## config.mk

```make
export PLATFORM = sky130hd
export DESIGN_NAME = cdp_alu
export DESIGN_NICKNAME = d
export VERILOG_FILES = /design/src/rtl/cdp_alu_pkg.sv /design/src/rtl/cdp_cond_eval.sv /design/src/rtl/cdp_logic_unit.sv /design/src/rtl/cdp_arith_unit.sv /design/src/rtl/cdp_alu.sv
export SDC_FILE = /design/constraint.sdc
export NUM_CORES = 1
export LEC_CHECK = 0
export BUFFER_PORTS_ARGS = -buffer_cell sky130_fd_sc_hd__buf_2
export CELL_PAD_IN_SITES_DETAIL_PLACEMENT = 0
export CELL_PAD_IN_SITES_GLOBAL_PLACEMENT = 1
export CORE_MARGIN = 4
export CORE_UTILIZATION = 44
export DETAILED_ROUTE_END_ITERATION = 12
export PLACE_DENSITY_LB_ADDON = 0.1
export SYNTH_ARGS = -nofsm -noshare
export SYNTH_HDL_FRONTEND = slang
export SYNTH_SLANG_ARGS = --single-unit
```

## constraint.sdc

```tcl
create_clock -name clk -period 15.8 [get_ports clk]
set_input_delay 2.37 -clock clk [delete_from_list [all_inputs] [get_ports clk]]
set_output_delay 2.37 -clock clk [all_outputs]
set_load 0.05 [all_outputs]
```

## src/rtl/cdp_alu_pkg.sv

```systemverilog
// Package: shared encodings for the conditional ALU.
// Assumes flags are packed {N,Z,C,V} in bits 3..0.
package cdp_alu_pkg;

    typedef enum logic [3:0] {
        OP_AND = 4'd0,  OP_EOR = 4'd1,  OP_SUB = 4'd2,  OP_RSB = 4'd3,
        OP_ADD = 4'd4,  OP_ADC = 4'd5,  OP_SBC = 4'd6,  OP_RSC = 4'd7,
        OP_TST = 4'd8,  OP_TEQ = 4'd9,  OP_CMP = 4'd10, OP_CMN = 4'd11,
        OP_ORR = 4'd12, OP_MOV = 4'd13, OP_BIC = 4'd14, OP_MVN = 4'd15
    } alu_op_e;

    typedef enum logic [3:0] {
        CC_EQ = 4'd0,  CC_NE = 4'd1,  CC_CS = 4'd2,  CC_CC = 4'd3,
        CC_MI = 4'd4,  CC_PL = 4'd5,  CC_VS = 4'd6,  CC_VC = 4'd7,
        CC_HI = 4'd8,  CC_LS = 4'd9,  CC_GE = 4'd10, CC_LT = 4'd11,
        CC_GT = 4'd12, CC_LE = 4'd13, CC_AL = 4'd14, CC_NV = 4'd15
    } cond_e;

    localparam int FLAG_N = 3;
    localparam int FLAG_Z = 2;
    localparam int FLAG_C = 1;
    localparam int FLAG_V = 0;

    // True for operations whose carry comes from the shifter.
    function automatic logic op_is_logical(input alu_op_e op);
        return op inside {OP_AND, OP_EOR, OP_TST, OP_TEQ,
                          OP_ORR, OP_MOV, OP_BIC, OP_MVN};
    endfunction

    // True for operations that only produce flags.
    function automatic logic op_is_test(input alu_op_e op);
        return op inside {OP_TST, OP_TEQ, OP_CMP, OP_CMN};
    endfunction

endpackage

```

## src/rtl/cdp_cond_eval.sv

```systemverilog
// Condition evaluator: decides whether an operation executes,
// given the 4-bit condition code and the current {N,Z,C,V} flags.
// Assumes: purely combinational; code 15 is treated as never.
module cdp_cond_eval
    import cdp_alu_pkg::*;
(
    input  logic [3:0] cond_i,
    input  logic [3:0] flags_i,
    output logic       pass_o
);

    logic n, z, c, v;
    assign n = flags_i[FLAG_N];
    assign z = flags_i[FLAG_Z];
    assign c = flags_i[FLAG_C];
    assign v = flags_i[FLAG_V];

    // Predicate select per condition code.
    always_comb begin
        unique case (cond_e'(cond_i))
            CC_EQ:   pass_o = z;
            CC_NE:   pass_o = !z;
            CC_CS:   pass_o = c;
            CC_CC:   pass_o = !c;
            CC_MI:   pass_o = n;
            CC_PL:   pass_o = !n;
            CC_VS:   pass_o = v;
            CC_VC:   pass_o = !v;
            CC_HI:   pass_o = c && !z;
            CC_LS:   pass_o = !c || z;
            CC_GE:   pass_o = (n == v);
            CC_LT:   pass_o = (n != v);
            CC_GT:   pass_o = !z && (n == v);
            CC_LE:   pass_o = z || (n != v);
            CC_AL:   pass_o = 1'b1;
            default: pass_o = 1'b0;
        endcase
    end

endmodule

```

## src/rtl/cdp_logic_unit.sv

```systemverilog
// Bitwise unit: computes the logical operation results.
// Assumes the caller ignores the output for arithmetic opcodes.
module cdp_logic_unit
    import cdp_alu_pkg::*;
#(
    parameter int DATA_W = 32
) (
    input  alu_op_e           op_i,
    input  logic [DATA_W-1:0] a_i,
    input  logic [DATA_W-1:0] b_i,
    output logic [DATA_W-1:0] res_o
);

    // Bitwise function per logical opcode.
    always_comb begin
        unique case (op_i)
            OP_AND, OP_TST: res_o = a_i & b_i;
            OP_EOR, OP_TEQ: res_o = a_i ^ b_i;
            OP_ORR:         res_o = a_i | b_i;
            OP_MOV:         res_o = b_i;
            OP_BIC:         res_o = a_i & ~b_i;
            OP_MVN:         res_o = ~b_i;
            default:        res_o = '0;
        endcase
    end

endmodule

```

## src/rtl/cdp_arith_unit.sv

```systemverilog
// Arithmetic unit: one shared adder serves every add and subtract form.
// Subtraction is done as x + ~y + carry_in, so the carry-out is the
// not-borrow. Assumes the caller ignores the outputs for logical opcodes.
module cdp_arith_unit
    import cdp_alu_pkg::*;
#(
    parameter int DATA_W = 32
) (
    input  alu_op_e           op_i,
    input  logic [DATA_W-1:0] rn_i,
    input  logic [DATA_W-1:0] sh_i,
    input  logic              cin_i,
    output logic [DATA_W-1:0] res_o,
    output logic              carry_o,
    output logic              ovf_o
);

    localparam int MSB = DATA_W - 1;

    logic [DATA_W-1:0] x, y;
    logic              ci;
    logic [DATA_W:0]   sum;

    // Operand steering and carry-in selection per opcode.
    always_comb begin
        x  = rn_i;
        y  = sh_i;
        ci = 1'b0;
        unique case (op_i)
            OP_SUB, OP_CMP: begin y = ~sh_i; ci = 1'b1;  end
            OP_RSB:         begin x = sh_i; y = ~rn_i; ci = 1'b1; end
            OP_ADC:         begin ci = cin_i; end
            OP_SBC:         begin y = ~sh_i; ci = cin_i; end
            OP_RSC:         begin x = sh_i; y = ~rn_i; ci = cin_i; end
            default:        begin ci = 1'b0; end
        endcase
    end

    // Shared adder with carry and signed overflow.
    always_comb begin
        sum     = {1'b0, x} + {1'b0, y} + {{DATA_W{1'b0}}, ci};
        res_o   = sum[MSB:0];
        carry_o = sum[DATA_W];
        ovf_o   = (x[MSB] == y[MSB]) && (sum[MSB] != x[MSB]);
    end

endmodule

```

## src/rtl/cdp_alu.sv

```systemverilog
// Conditional ALU top: gates one operation with the condition code,
// picks the logical or arithmetic result, forms the next flags and
// registers all outputs. Assumes operand two is already shifted and
// that flag and register storage live outside.
module cdp_alu
    import cdp_alu_pkg::*;
#(
    parameter int DATA_W = 32
) (
    input  logic              clk,
    input  logic              rst_n,
    input  logic [3:0]        cond_i,
    input  logic [3:0]        opcode_i,
    input  logic              set_flags_i,
    input  logic [DATA_W-1:0] rn_i,
    input  logic [DATA_W-1:0] shop_i,
    input  logic              shc_i,
    input  logic [3:0]        flags_i,
    output logic [DATA_W-1:0] result_o,
    output logic              wr_en_o,
    output logic [3:0]        flags_o
);

    localparam int MSB = DATA_W - 1;

    alu_op_e           op;
    logic              cond_pass;
    logic [DATA_W-1:0] logic_res, arith_res, res;
    logic              arith_c, arith_v;
    logic              is_logic, is_test;
    logic [3:0]        new_flags, next_flags;

    assign op       = alu_op_e'(opcode_i);
    assign is_logic = op_is_logical(op);
    assign is_test  = op_is_test(op);

    cdp_cond_eval u_cond (
        .cond_i  (cond_i),
        .flags_i (flags_i),
        .pass_o  (cond_pass)
    );

    cdp_logic_unit #(.DATA_W(DATA_W)) u_logic (
        .op_i  (op),
        .a_i   (rn_i),
        .b_i   (shop_i),
        .res_o (logic_res)
    );

    cdp_arith_unit #(.DATA_W(DATA_W)) u_arith (
        .op_i    (op),
        .rn_i    (rn_i),
        .sh_i    (shop_i),
        .cin_i   (flags_i[FLAG_C]),
        .res_o   (arith_res),
        .carry_o (arith_c),
        .ovf_o   (arith_v)
    );

    // Result selection and next-flag formation.
    always_comb begin
        res = is_logic ? logic_res : arith_res;
        new_flags[FLAG_N] = res[MSB];
        new_flags[FLAG_Z] = (res == '0);
        new_flags[FLAG_C] = is_logic ? shc_i : arith_c;
        new_flags[FLAG_V] = is_logic ? flags_i[FLAG_V] : arith_v;
        next_flags = (cond_pass && set_flags_i) ? new_flags : flags_i;
    end

    // Output register stage with synchronous reset.
    always_ff @(posedge clk) begin
        if (!rst_n) begin
            result_o <= '0;
            wr_en_o  <= 1'b0;
            flags_o  <= 4'h0;
        end else begin
            result_o <= res;
            wr_en_o  <= cond_pass && !is_test;
            flags_o  <= next_flags;
        end
    end

    p_fail_hold_r3: assert property (@(posedge clk) disable iff (!rst_n)
        !cond_pass |=> (!wr_en_o && flags_o == $past(flags_i)));

    p_noset_keep_r4: assert property (@(posedge clk) disable iff (!rst_n)
        !set_flags_i |=> (flags_o == $past(flags_i)));

    p_logic_vkeep_r5: assert property (@(posedge clk) disable iff (!rst_n)
        is_logic |=> (flags_o[FLAG_V] == $past(flags_i[FLAG_V])));

    p_test_nowrite_r9: assert property (@(posedge clk) disable iff (!rst_n)
        (opcode_i inside {4'd8, 4'd9, 4'd10, 4'd11}) |=> !wr_en_o);

    p_always_runs_r2: assert property (@(posedge clk) disable iff (!rst_n)
        (cond_i == 4'd14 && !is_test) |=> wr_en_o);

    p_never_runs_r2: assert property (@(posedge clk) disable iff (!rst_n)
        (cond_i == 4'd15) |=> (!wr_en_o && $stable(flags_o) == (flags_o == $past(flags_i)) || flags_o == $past(flags_i)));

endmodule

```

# [After elaboration in Yosys (flattened, before gate mapping)]
# Index checks and enable logic that the tools add are counted.
[word_totals] register_bits=37 output_inout_bits=37
[classes] n_addsub=2 bitwise=6 n_reduce_logical=23 n_eq_ne=32 n_mux=9
[ops] operator="$pmux W32 S6" n=1
[ops] operator="$and A32 B32 Y32" n=2
[ops] operator="$mux W32" n=2
[ops] operator="$not A32 Y32" n=2
[ops] operator="$pmux W32 S2" n=1
[ops] operator="$eq A4 B4 Y1 const B" n=15
[ops] operator="$add A32 B32 Y33" n=1
[ops] operator="$add A33 B1 Y33" n=1
[ops] operator="$logic_not A32 Y1" n=1
[ops] operator="$or A32 B32 Y32" n=1
[ops] operator="$xor A32 B32 Y32" n=1
[ops] operator="$eq A4 B3 Y1 const B" n=7
[ops] operator="$eq A4 B2 Y1 const B" n=4
[ops] operator="$pmux W1 S15" n=1
[ops] operator="$reduce_or A3 Y1" n=3
[ops] operator="$eq A4 B1 Y1 const B" n=2
[ops] operator="$logic_not A4 Y1" n=2
[ops] operator="$reduce_bool A8 Y1" n=1
[ops] operator="$reduce_or A2 Y1" n=3
[ops] operator="$logic_and A1 B1 Y1" n=5
[ops] operator="$logic_not A1 Y1" n=5
[ops] operator="$mux W4" n=1
[ops] operator="$reduce_bool A4 Y1" n=1
[ops] operator="$eq A1 B1 Y1" n=2
[ops] operator="other kinds (4)" n=7

# [Longest topological paths before layout]
# Gate-level depths: netlist of the first run.
[depth] ltp_word=9 depth_mapped=24 ltp_nobuf=18

# [Cells and area by module]
# A second synthesis of the first run with hierarchy kept.
[unflattened] cells_unflattened=941 hier_area_um2=7143.1
[by_module_without_submodules] module="cdp_arith_unit" seq_area_each_um2=0.0 cells_per_inst=431 area_each_um2=2905.3 n_inst=1
[by_module_without_submodules] module="cdp_logic_unit" seq_area_each_um2=0.0 cells_per_inst=294 area_each_um2=2519.9 n_inst=1
[by_module_without_submodules] module="cdp_alu" seq_area_each_um2=740.7 cells_per_inst=188 area_each_um2=1524.0 n_inst=1
[by_module_without_submodules] module="cdp_cond_eval" seq_area_each_um2=0.0 cells_per_inst=28 area_each_um2=193.9 n_inst=1

# [Worst setup path after synthesis of the first run]
# Ideal clock, no wire load.
[synth_path] kind="input port to flip-flop" startpoint="in opcode_i[1]" endpoint="reg flags_o[2]" setup_time_ps=59 path_buffers=7 path_stages=23 setup_slack_ps=8280 arrival_time_ps=7461 t_required_ps=15741 cell_sequence="buf_4 buf_2 buf_2 clkbuf_1 buf_2 nand3_1 clkbuf_1 clkbuf_1 a31oi_1 fa_1 inv_1 fa_1 a21o_1 a221oi_4 o221ai_1 o21ai_1 xor2_1 a21oi_1 or4b_1 nor4_1 nand4_1 nor4b_2 a31o_1"
[synth_via] elab_chain_cells=8 word_cells_on_any_way=30 cone_classes="add/sub (2); eq/ne (13); mux (6); reduce/logical (9)"
[synth_rtl] element="start: declaration" line_no="cdp_alu.sv:13" rtl="input logic [3:0] opcode_i,"
[synth_rtl] element="$eq A4 B4 Y1 (tied with other cells)" line_no="cdp_arith_unit.sv:29" rtl="unique case (op_i)"
[synth_rtl] element="$reduce_or A3 Y1 (no line) / $reduce_or A2 Y1 (equally long branches)"
[synth_rtl] element="$pmux W32 S2 / $mux W32 (equally long branches)" line_no="cdp_arith_unit.sv:29"
[synth_rtl] element="$add A32 B32 Y33" line_no="cdp_arith_unit.sv:41" rtl="sum = {1'b0, x} + {1'b0, y} + {{DATA_W{1'b0}}, ci};"
[synth_rtl] element="$add A33 B1 Y33" line_no="cdp_arith_unit.sv:41"
[synth_rtl] element="$mux W32 *" line_no="cdp_alu.sv:62" rtl="res = is_logic ? logic_res : arith_res;"
[synth_rtl] element="$logic_not A32 Y1 *" line_no="cdp_alu.sv:64" rtl="new_flags[FLAG_Z] = (res == '0);"
[synth_rtl] element="$mux W4 *" line_no="cdp_alu.sv:67" rtl="next_flags = (cond_pass && set_flags_i) ? new_flags : flags_i;"
[synth_rtl] element="end signal: assignment" line_no="cdp_alu.sv:79" rtl="flags_o <= next_flags;"
[synth_rtl] element="end: declaration" line_no="cdp_alu.sv:21" rtl="output logic [3:0] flags_o"
# Every way passes the cells marked *; elsewhere a longest branch is shown, timed or not.
# A chain may end at the register's enable or synchronous reset.

# [Worst setup path in the final report of the first run]
# Same ends and word-level chain as after synthesis.

==> flow_summary.yaml, run 1 <==
layout:
  n_fill_cell: 1489
  multi_input_area_sq_um: 4970
  register_area_sq_um: 741
  drive_gt1_frac: 0.154
  area_growth_pct: 13.0
  fin_util: 0.508
  antenna_cells: 0
  num-nets-final: 1172
route:
  wl_per_cell_um: 17.7
  drtPass1Iterations: 5
  drt_iter0_markers: 673
  totalWireLength_um: 21400
  remaining_drc_errors: 0
  vias: 7023
  antenna_left: 0
  viasPerCell: 5.81
worst_setup_path:
  crit_buf_inv: 4
  crit_arrival_ps: 8170
  endpoint_kind: "register"
  path_cells: "buf_2, buf_4, nand3_2, buf_4, nand2_1, buf_4, nand2_1, o21ai_0, o21ai_0, ha_1, a21oi_1, o21ai_0, o41ai_2, o21ai_1, a221oi_2, nor4b_1, a211oi_1, nand4_1, nor4b_2, a31o_1"
  cp_slowest_stage_delay_ps: 620
  worstPathRequired_ps: 16020
  start_kind: "input port"
  crit_fanout: 98
  critical_path_class: "in -> reg"
  crit_slowest_cell: "buf_4"
  cp_top_family: "compound AO/OA/AOI/OAI gates"
placed_design:
  globalplace.congestion: 0.938
  hpwlAfterDp_um: 15900
  port_buffers: 116
synth:
  seq_area_frac_synth: 0.119
  synth_xor_area_frac: 0.0701
  ys_types: 72
  synthAdderAreaFrac: 0.133
  synthesis.area_sq_um: 6250
  yosys.area_share.simple: 0.221
  synth_top_family_by_area: "compound AO/OA/AOI/OAI gates"
  syn_avg_cell_area_sq_um: 6.57
  synth-edff-count: 0
  synthMuxAreaShare: 0.0112
  ys_ff_latch: 37
  synth_warnings: 0
  syn_inst: 951
  syn-num-nets: 1096
  ys.flop_type: "dfxtp_1"
  ys_async_sr_fraction: 0
  synth_compound_area_frac: 0.359
clock_network:
  cts_tree: "built"
  path_clk_slew_ps: 50
  cts_resized: 0
  cts_root_buffer: "clkbuf_16"
  ctsLongestPathBuffers: 2
  cts_setup_buffers: 0
  htreeDepth: 2
  cts_hold_buf: 0
  clock-sinks: 37
  numCtsBuffers: 5
sta:
  relSlewSlack: 0.469
  max_freq_mhz: 126
  worst_pin_slew_ps: 797
  drv_slew: 0
  grt_setup_unrepaired: "false"
  period_needed_ps: 7950
  setup_violations: 0
  setup_tns_ps: 0
  fin_crit_sh: 0.503
  finalHoldViolCount: 0
power_and_ir_drop:
  p_leak_nw: 3.26
  powerDensity_nw_per_um2: 77.3
  ir_drop_mv: 0.0415
grt:
  grt_max_degree: 99
  grtUsageMet2: 0.386
  grt_use_met1: 0.380
  antenna_found_initial: 1
  grt_pass1_vias: 6325
  busiest_layer: "met2"
  grt_pass1_wl_um: 33900
  grt.overflow.total: 0
  grt_use_met3: 0.0414
  grt_usage: 0.257
die:
  ios: 117
  fp.dieH_um: 127
  initial_core_util: 0.450
  floorplan.die_area_sq_um: 16200
  core_area_sq_um: 13900
  die_x_um: 127
  rows: 43
job:
  cap_violations: 0
run_status:
  status: "finished clean"
hold_path:
  holdCritPathClass: "in -> reg"
  hold-path-endpoint: "flags_o[1]"
  hold_start: "flags_i[1]"
  hold_depth: 3
synth_stat cells, types with 6 or more instances:
master    number  area [sq um]
and3_1         6          37.5
clkbuf_1      44           165
xnor2_1       31           272
o21a_1        10          75.1
nor2b_1       22           138
nor3_1        13          65.1
a22oi_1        9          67.6
nand2b_1      10          62.6
nand4_1        9          56.3
a211oi_1      11          82.6
nand2_1      103           387
nor2_1        70           263
mux2i_1        7          70.1
inv_1         78           293
dfxtp_1       37           741
o21ai_0      140           701
a21oi_1       84           420
ha_1          63           788
a21o_1        11          82.6
and2_1        17           106
a221oi_1       8          70.1
a31oi_1       12          75.1
nand3_1       21           105
o221ai_1       9          78.8
xor2_1        19           166
buf_2         10          50.1
o22ai_1       14          87.6
cell families (layout without fill, tap and decap cells):
logic type               after synthesis  count (layout)
AND/OR/NAND/NOR                      291             291
XOR/XNOR                              50              50
adder cells (fa/ha/maj)               65              65
flip-flops                            37              37
multiplexers                           7               7
AO/OA/AOI/OAI                        362             362
buffers and inverters                139             216
sequential cells by signal, summed over array words and instances, names as in the netlist:
name,flops
result_o,32
wr_en_o,1
flags_o,4
final cells by class:
class,instances,area share
repair buffers,129,0.0961
multi-input cells,775,0.705
flip-flops and latches,37,0.105
clock buffers,5,0.0177
inverters,79,0.0420
well taps,180,0.0319
clock inverters,3,0.00248
metrics by stage:
stage | setup WS [ps] | instance area (sq um) | hold WS, ps | instances | total power, W
6_report | 7850 | 7060 | 2460 | 1208 | 0.000545
5_1_grt | 7360 | 7060 | 2510 | 1208 | 0.000583
4_1_cts | 7970 | 7060 | 2450 | 1208 | 0.000542
3_5_place_dp | 7690 | 6910 | 2740 | 1200 | 0.000447
3_3_place_gp | 7760 | 6910 | 2750 | 1200 | 0.000449
2_1_floorplan | 8280 | 6250 | 2560 | 951 | 0.000358
routing by layer:
metal | vias up | part of all wire | routed length, um
li1 | 3558 | - | -
met1 | 3165 | 0.48 | 10300
met2 | 269 | 0.42 | 8930
met3 | 29 | 0.086 | 1830
met4 | 2 | 0.018 | 380
met5 | - | 0.00061 | 13
worst max path at each step:
stage / from / endpoint / depth (start not counted)
floorplan: opcode_i[1] / flags_o[2] / 23
global placement: opcode_i[1] / flags_o[2] / 20
detailed placement: opcode_i[1] / flags_o[2] / 20
CTS: opcode_i[1] / flags_o[2] / 20
global route: opcode_i[1] / flags_o[2] / 20
finish: opcode_i[1] / flags_o[2] / 20
cell usage in the layout (no fill, tap or decap), drive strengths merged, types with 7 or more instances in the layout:
cell type	count
o21ai	146
buf	129
nand2	103
a21oi	85
inv	78
nor2	70
ha	63
dfxtp	37
xnor2	31
nor2b	22
nand3	21
xor2	19
and2	17
o22ai	14
nor3	13
a31oi	13
a221oi	12
a21o	11
a211oi	11
o21a	10
nand2b	10
o221ai	9
nand4	9
a22oi	9
mux2i	7
and3	7
power by group:
group	switching, W	total (W)	leakage [nW]	internal [W]
logic	0.000225	0.000341	2.88	0.000117
clock network	0.0000365	0.0000942	0.0696	0.0000577
registers	0.00000307	0.000110	0.307	0.000107
Power figures use the tool's default switching activity.
==> inputs of run 2 (changes only) <==
Settings changed: ABC_AREA from default to 1, CORE_UTILIZATION 44 to 35.
Clock period 15.8 ns to 7.1 ns, I/O delays scaled along.
==> run 2 against run 1 <==
  * Global-route usage down 0.87 points
  * Clock-buffer cell count up 2
  * Power increased by 130%
  * Worst setup slack lost 6000 ps
  * Largest power group unchanged
==> flow_summary.yaml, run 2 <==
synth:
  synth_top_area_frac: 0.248
  post-synth-top-count-cell: "nand2_1"
  syn_inst: 1233
  seq_area_frac_synth: 0.111
  synth_warnings: 0
  synth-edff-count: 0
  synth_area_leader_cell: "nand2_1"
  ys_async_sr_fraction: 0
  synth_commonest_cells: "440 x nand2_1, 193 x inv_1, 107 x nor2_1"
  synth_area_leaders: "nand2_1 25%, ha_1 12%, dfxtp_1 11%, inv_1 11%, nor2_1 6.0%"
  ys_ff_latch: 37
  ys.flop_type: "dfxtp_1"
  ys_types: 37
  syn-num-nets: 1378
  synthesis.area_sq_um: 6650
  syn_avg_cell_area_sq_um: 5.39
power_and_ir_drop:
  p_leak_nw: 4.24
  powerDensity_nw_per_um2: 167
  p_total_w: 0.00128
  ir_drop_mv: 0.124
run_status:
  status: "finished clean"
clock_network:
  ctsLongestPathBuffers: 2
  cts_hold_buf: 0
  cts_setup_buffers: 0
  cts_resized: 0
  cts_tree: "built"
  cts_root_buffer: "clkbuf_16"
  path_clk_slew_ps: 70
  numCtsBuffers: 5
  clock-sinks: 37
  htreeDepth: 2
layout:
  largest_register_ffs: 32
  top_regs: "result_o: 32 flops, flags_o: 4 flops, wr_en_o: 1 flops"
  antenna_cells: 0
  layout_common_cells: "440 x nand2_1, 193 x inv_1, 116 x buf_2"
  area_growth_pct: 14.7
  largest-register: "result_o"
  layout_commonest_cell: "nand2_1"
  num-nets-final: 1475
  drive_gt1_frac: 0.115
  fin_area_sq_um: 7620
route:
  antenna_left: 0
  viasPerCell: 5.20
  totalWireLength_um: 27200
  drt_iter0_markers: 575
  wl_per_cell_um: 17.4
  vias: 8139
  remaining_drc_errors: 0
  drtPass1Iterations: 5
placed_design:
  hpwlAfterDp_um: 20700
  globalplace.congestion: 0.880
  dp_slack_ps: 1540
  port_buffers: 116
  placed_cell_area_sq_um: 7450
grt:
  grt_use_met3: 0.0361
  grt_pass1_vias: 7653
  busiest_layer: "met2"
  grt_pass1_wl_um: 42300
  grt_max_degree: 38
  grtUsageMet2: 0.402
  antenna_found_initial: 1
  grt.overflow.total: 0
  grt_usage: 0.249
  grt_use_met1: 0.354
worst_setup_path:
  endpoint_kind: "register"
  critical_path_class: "in -> reg"
  worstPathRequired_ps: 7330
  start_kind: "input port"
  crit_end: "flags_o[2]"
  crit_start: "opcode_i[1]"
  crit_fanout: 37
  crit_arrival_ps: 5450
die:
  core_area_sq_um: 18700
  fp.dieH_um: 146
  rows: 50
  floorplan.die_area_sq_um: 21300
  die_x_um: 146
  ios: 117
  initial_core_util: 0.355
sta:
  max_freq_mhz: 192
  finalHoldViolCount: 0
  drv_slew: 0
  grt_setup_unrepaired: "false"
  period_needed_ps: 5220
  fin_crit_sh: 0.735
  setup_tns_ps: 0
  layout_setup_ws_ps: 1880
  relSlewSlack: 0.395
  setup_violations: 0
  worst_pin_slew_ps: 905
hold_path:
  holdCritPathClass: "in -> reg"
job:
  cap_violations: 0
-- run 2: per-stage QoR --
stage,util,cells,hold WS [ps]
after floorplan,-,1233,1160
after global placement,0.398,1557,1350
after detailed placement,0.398,1557,1350
after CTS,0.408,1565,1040
after global routing,0.408,1565,1060
final,0.408,1565,1040
-- run 2: how the worst min path moves through the flow --
stage,startpoint,end,slack (ps),depth (start not counted)
2_1_floorplan,opcode_i[3],wr_en_o,1160,1
3_3_place_gp,flags_i[3],flags_o[3],1350,3
3_5_place_dp,flags_i[3],flags_o[3],1350,3
4_1_cts,opcode_i[3],wr_en_o,1040,2
5_1_grt,opcode_i[3],wr_en_o,1060,2
6_report,flags_i[3],flags_o[3],1040,3
-- run 2: kinds of logic after synthesis --
| kind of cell | after synthesis | share of synthesized area |
|---|---|---|
| flops | 37 | 0.111 |
| simple gates | 679 | 0.420 |
| xor+xnor | 15 | 0.0198 |
| compound gates | 201 | 0.187 |
| buf+inv | 236 | 0.138 |
| fa+ha+maj | 65 | 0.125 |
-- run 2: per-layer routing --
metal,wire (um),vias to the layer above
met1,13200,3658
met4,357,2
met5,12,-
met3,1600,32
li1,-,4202
met2,12000,245
-- run 2: worst max-delay path: stages --
cell	delay, ps
buf_2	160
nand2_1	130
nor2_4	610
inv_1	510
buf_4	370
nand3_1	90
o21ai_0	120
fa_1	460
inv_1	150
fa_1	290
nand3_1	120
nand3_1	170
nand2_1	90
nand2_1	90
nand2_1	50
nand3_1	110
nand2_1	70
nor2_1	100
nand3_1	110
nor2_1	140
nand2_1	60
nor2_1	120
nand3_1	100
a21oi_1	120
-- run 2: power breakdown --
| group | internal, W | leakage, nW | switching [W] | total [W] |
|---|---|---|---|---|
| combinational | 0.000223 | 3.85 | 0.000531 | 0.000754 |
| sequential | 0.000235 | 0.308 | 0.00000722 | 0.000243 |
| clock | 0.000176 | 0.0841 | 0.000104 | 0.000280 |
| total | 0.000634 | 4.24 | 0.000642 | 0.00128 |
-- run 2: cell type report --
cell class                      count  area (sq um)
Clock buffer                        7           143
Clock inverter                      1          30.0
Fill cell                        2178         11100
Inverter                          199           747
Multi-Input combinational cell    960          5010
Sequential cell                    37           741
Tap cell                          234           293
Timing Repair Buffer              127           663
==> inputs of run 3 (changes only) <==
Clock period 7.1 ns to 4.6 ns, I/O delays scaled along.
==> run 3 against run 2 <==
  * Clock-buffer cell count down 2
  * Sequential share of layout area about the same
  * Power up 53%
  * Clock power up 49%
  * Final cell count up 0.26%
  * First-iteration DRC count up 18%
==> flow_summary.yaml, run 3 (synthesized netlist as in run 2, its figures left out) <==
clock_network:
  cts_tree: "built"
  clock-sinks: 37
  htreeDepth: 2
  cts_resized: 0
  path_clk_slew_ps: 70
  cts_hold_buf: 0
  ctsLongestPathBuffers: 2
  cts_root_buffer: "clkbuf_16"
  cts_setup_buffers: 0
  numCtsBuffers: 5
layout:
  top_regs: "result_o: 32 flops, flags_o: 4 flops, wr_en_o: 1 flops"
  largest-register: "result_o"
  largest_register_ffs: 32
  layout_commonest_cell: "nand2_1"
  drive_gt1_frac: 0.118
  n_fill_cell: 2119
  fin_area_sq_um: 7660
  antenna_cells: 0
  area_growth_pct: 15.3
  layout_common_cells: "440 x nand2_1, 193 x inv_1, 116 x buf_2"
  num-nets-final: 1480
die:
  initial_core_util: 0.355
  core_area_sq_um: 18700
  fp.dieH_um: 146
  rows: 50
  ios: 117
  die_x_um: 146
  floorplan.die_area_sq_um: 21300
grt:
  grt_usage: 0.247
  grt_max_degree: 33
  grt_pass1_vias: 7686
  grt_pass1_wl_um: 42200
  antenna_found_initial: 0
  grt.overflow.total: 0
route:
  drt_iter0_markers: 678
  vias: 8157
  wl_per_cell_um: 17.1
  antenna_left: 0
  remaining_drc_errors: 0
  totalWireLength_um: 26800
  viasPerCell: 5.20
  drtPass1Iterations: 5
placed_design:
  port_buffers: 116
  dp_slack_ps: 502
  hpwlAfterDp_um: 20800
  placed_cell_area_sq_um: 7500
  globalplace.congestion: 0.923
job:
  cap_violations: 0
power_and_ir_drop:
  ir_drop_mv: 0.169
  p_total_w: 0.00196
  p_leak_nw: 4.27
  powerDensity_nw_per_um2: 255
worst_setup_path:
  crit_arrival_ps: 4060
  crit_fanout: 16
  endpoint_kind: "register"
  start_kind: "input port"
  worstPathRequired_ps: 4830
  critical_path_class: "in -> reg"
sta:
  worst_pin_slew_ps: 845
  finalHoldViolCount: 0
  drv_slew: 0
  relSlewSlack: 0.435
  setup_violations: 0
  layout_setup_ws_ps: 767
  period_needed_ps: 3830
  max_freq_mhz: 261
  whs_ps: 652
  fin_crit_sh: 0.833
  setup_tns_ps: 0
  grt_setup_unrepaired: "false"
hold_path:
  holdCritPathClass: "in -> reg"
run_status:
  status: "finished clean"
-- run 3: changes by cell type in the layout (fill, tap and decap cells not counted), sizes merged --
cell	before	now
buf	127	132
clkbuf	7	5
clkinv	3	4
-- run 3: final timing paths --
kind / start / cells past startpoint / end / slack, ps
worst max-delay path: opcode_i[1] / 25 / flags_o[2] / 770
worst min-delay path: flags_i[3] / 3 / flags_o[3] / 650
-- run 3: metal layers --
metal / GRT usage / share of wire
met1: 0.362 / 0.49
met2: 0.392 / 0.44
met3: 0.0240 / 0.059
met4: 0.0541 / 0.015
met5: 0 / 0
-- run 3: cell type report --
cell class	count	area [sq um]	share of cell area
Multi-Input combinational cell	960	5010	0.654
Inverter	199	747	0.0975
Sequential cell	37	741	0.0967
Timing Repair Buffer	132	713	0.0931
Tap cell	234	293	0.0382
Clock buffer	5	125	0.0163
Clock inverter	2	35.0	0.00457
-- run 3: worst max-delay path: stages --
cell and delay, ps:
buf_2 140, nand2_1 140, nor2_4 60, inv_1 80, buf_4 260, o21ai_0 110
a21oi_1 170, fa_1 190, inv_1 100, fa_1 510, nand2_1 100, nand3_1 170
nand2_1 140, nand2_1 130, nand2_1 130, nand2_1 100, nand2_1 80, nand2_1 50
nand2_1 80, nand2_1 90, nor2_1 150, nand2_1 70, nor2_1 90, nand3_1 80
a21oi_1 120
-- run 3: per-stage QoR --
step / utilization / std cells
final: 0.410 / 1569
after detailed placement: 0.401 / 1562
after global placement: 0.401 / 1562
after floorplan: - / 1233
after global routing: 0.410 / 1569
after CTS: 0.410 / 1569
-- run 3: power breakdown --
group          switching (W)  total [W]  internal [W]
logic               0.000817    0.00116      0.000347
clock network       0.000165   0.000418      0.000253
registers          0.0000109   0.000374      0.000363
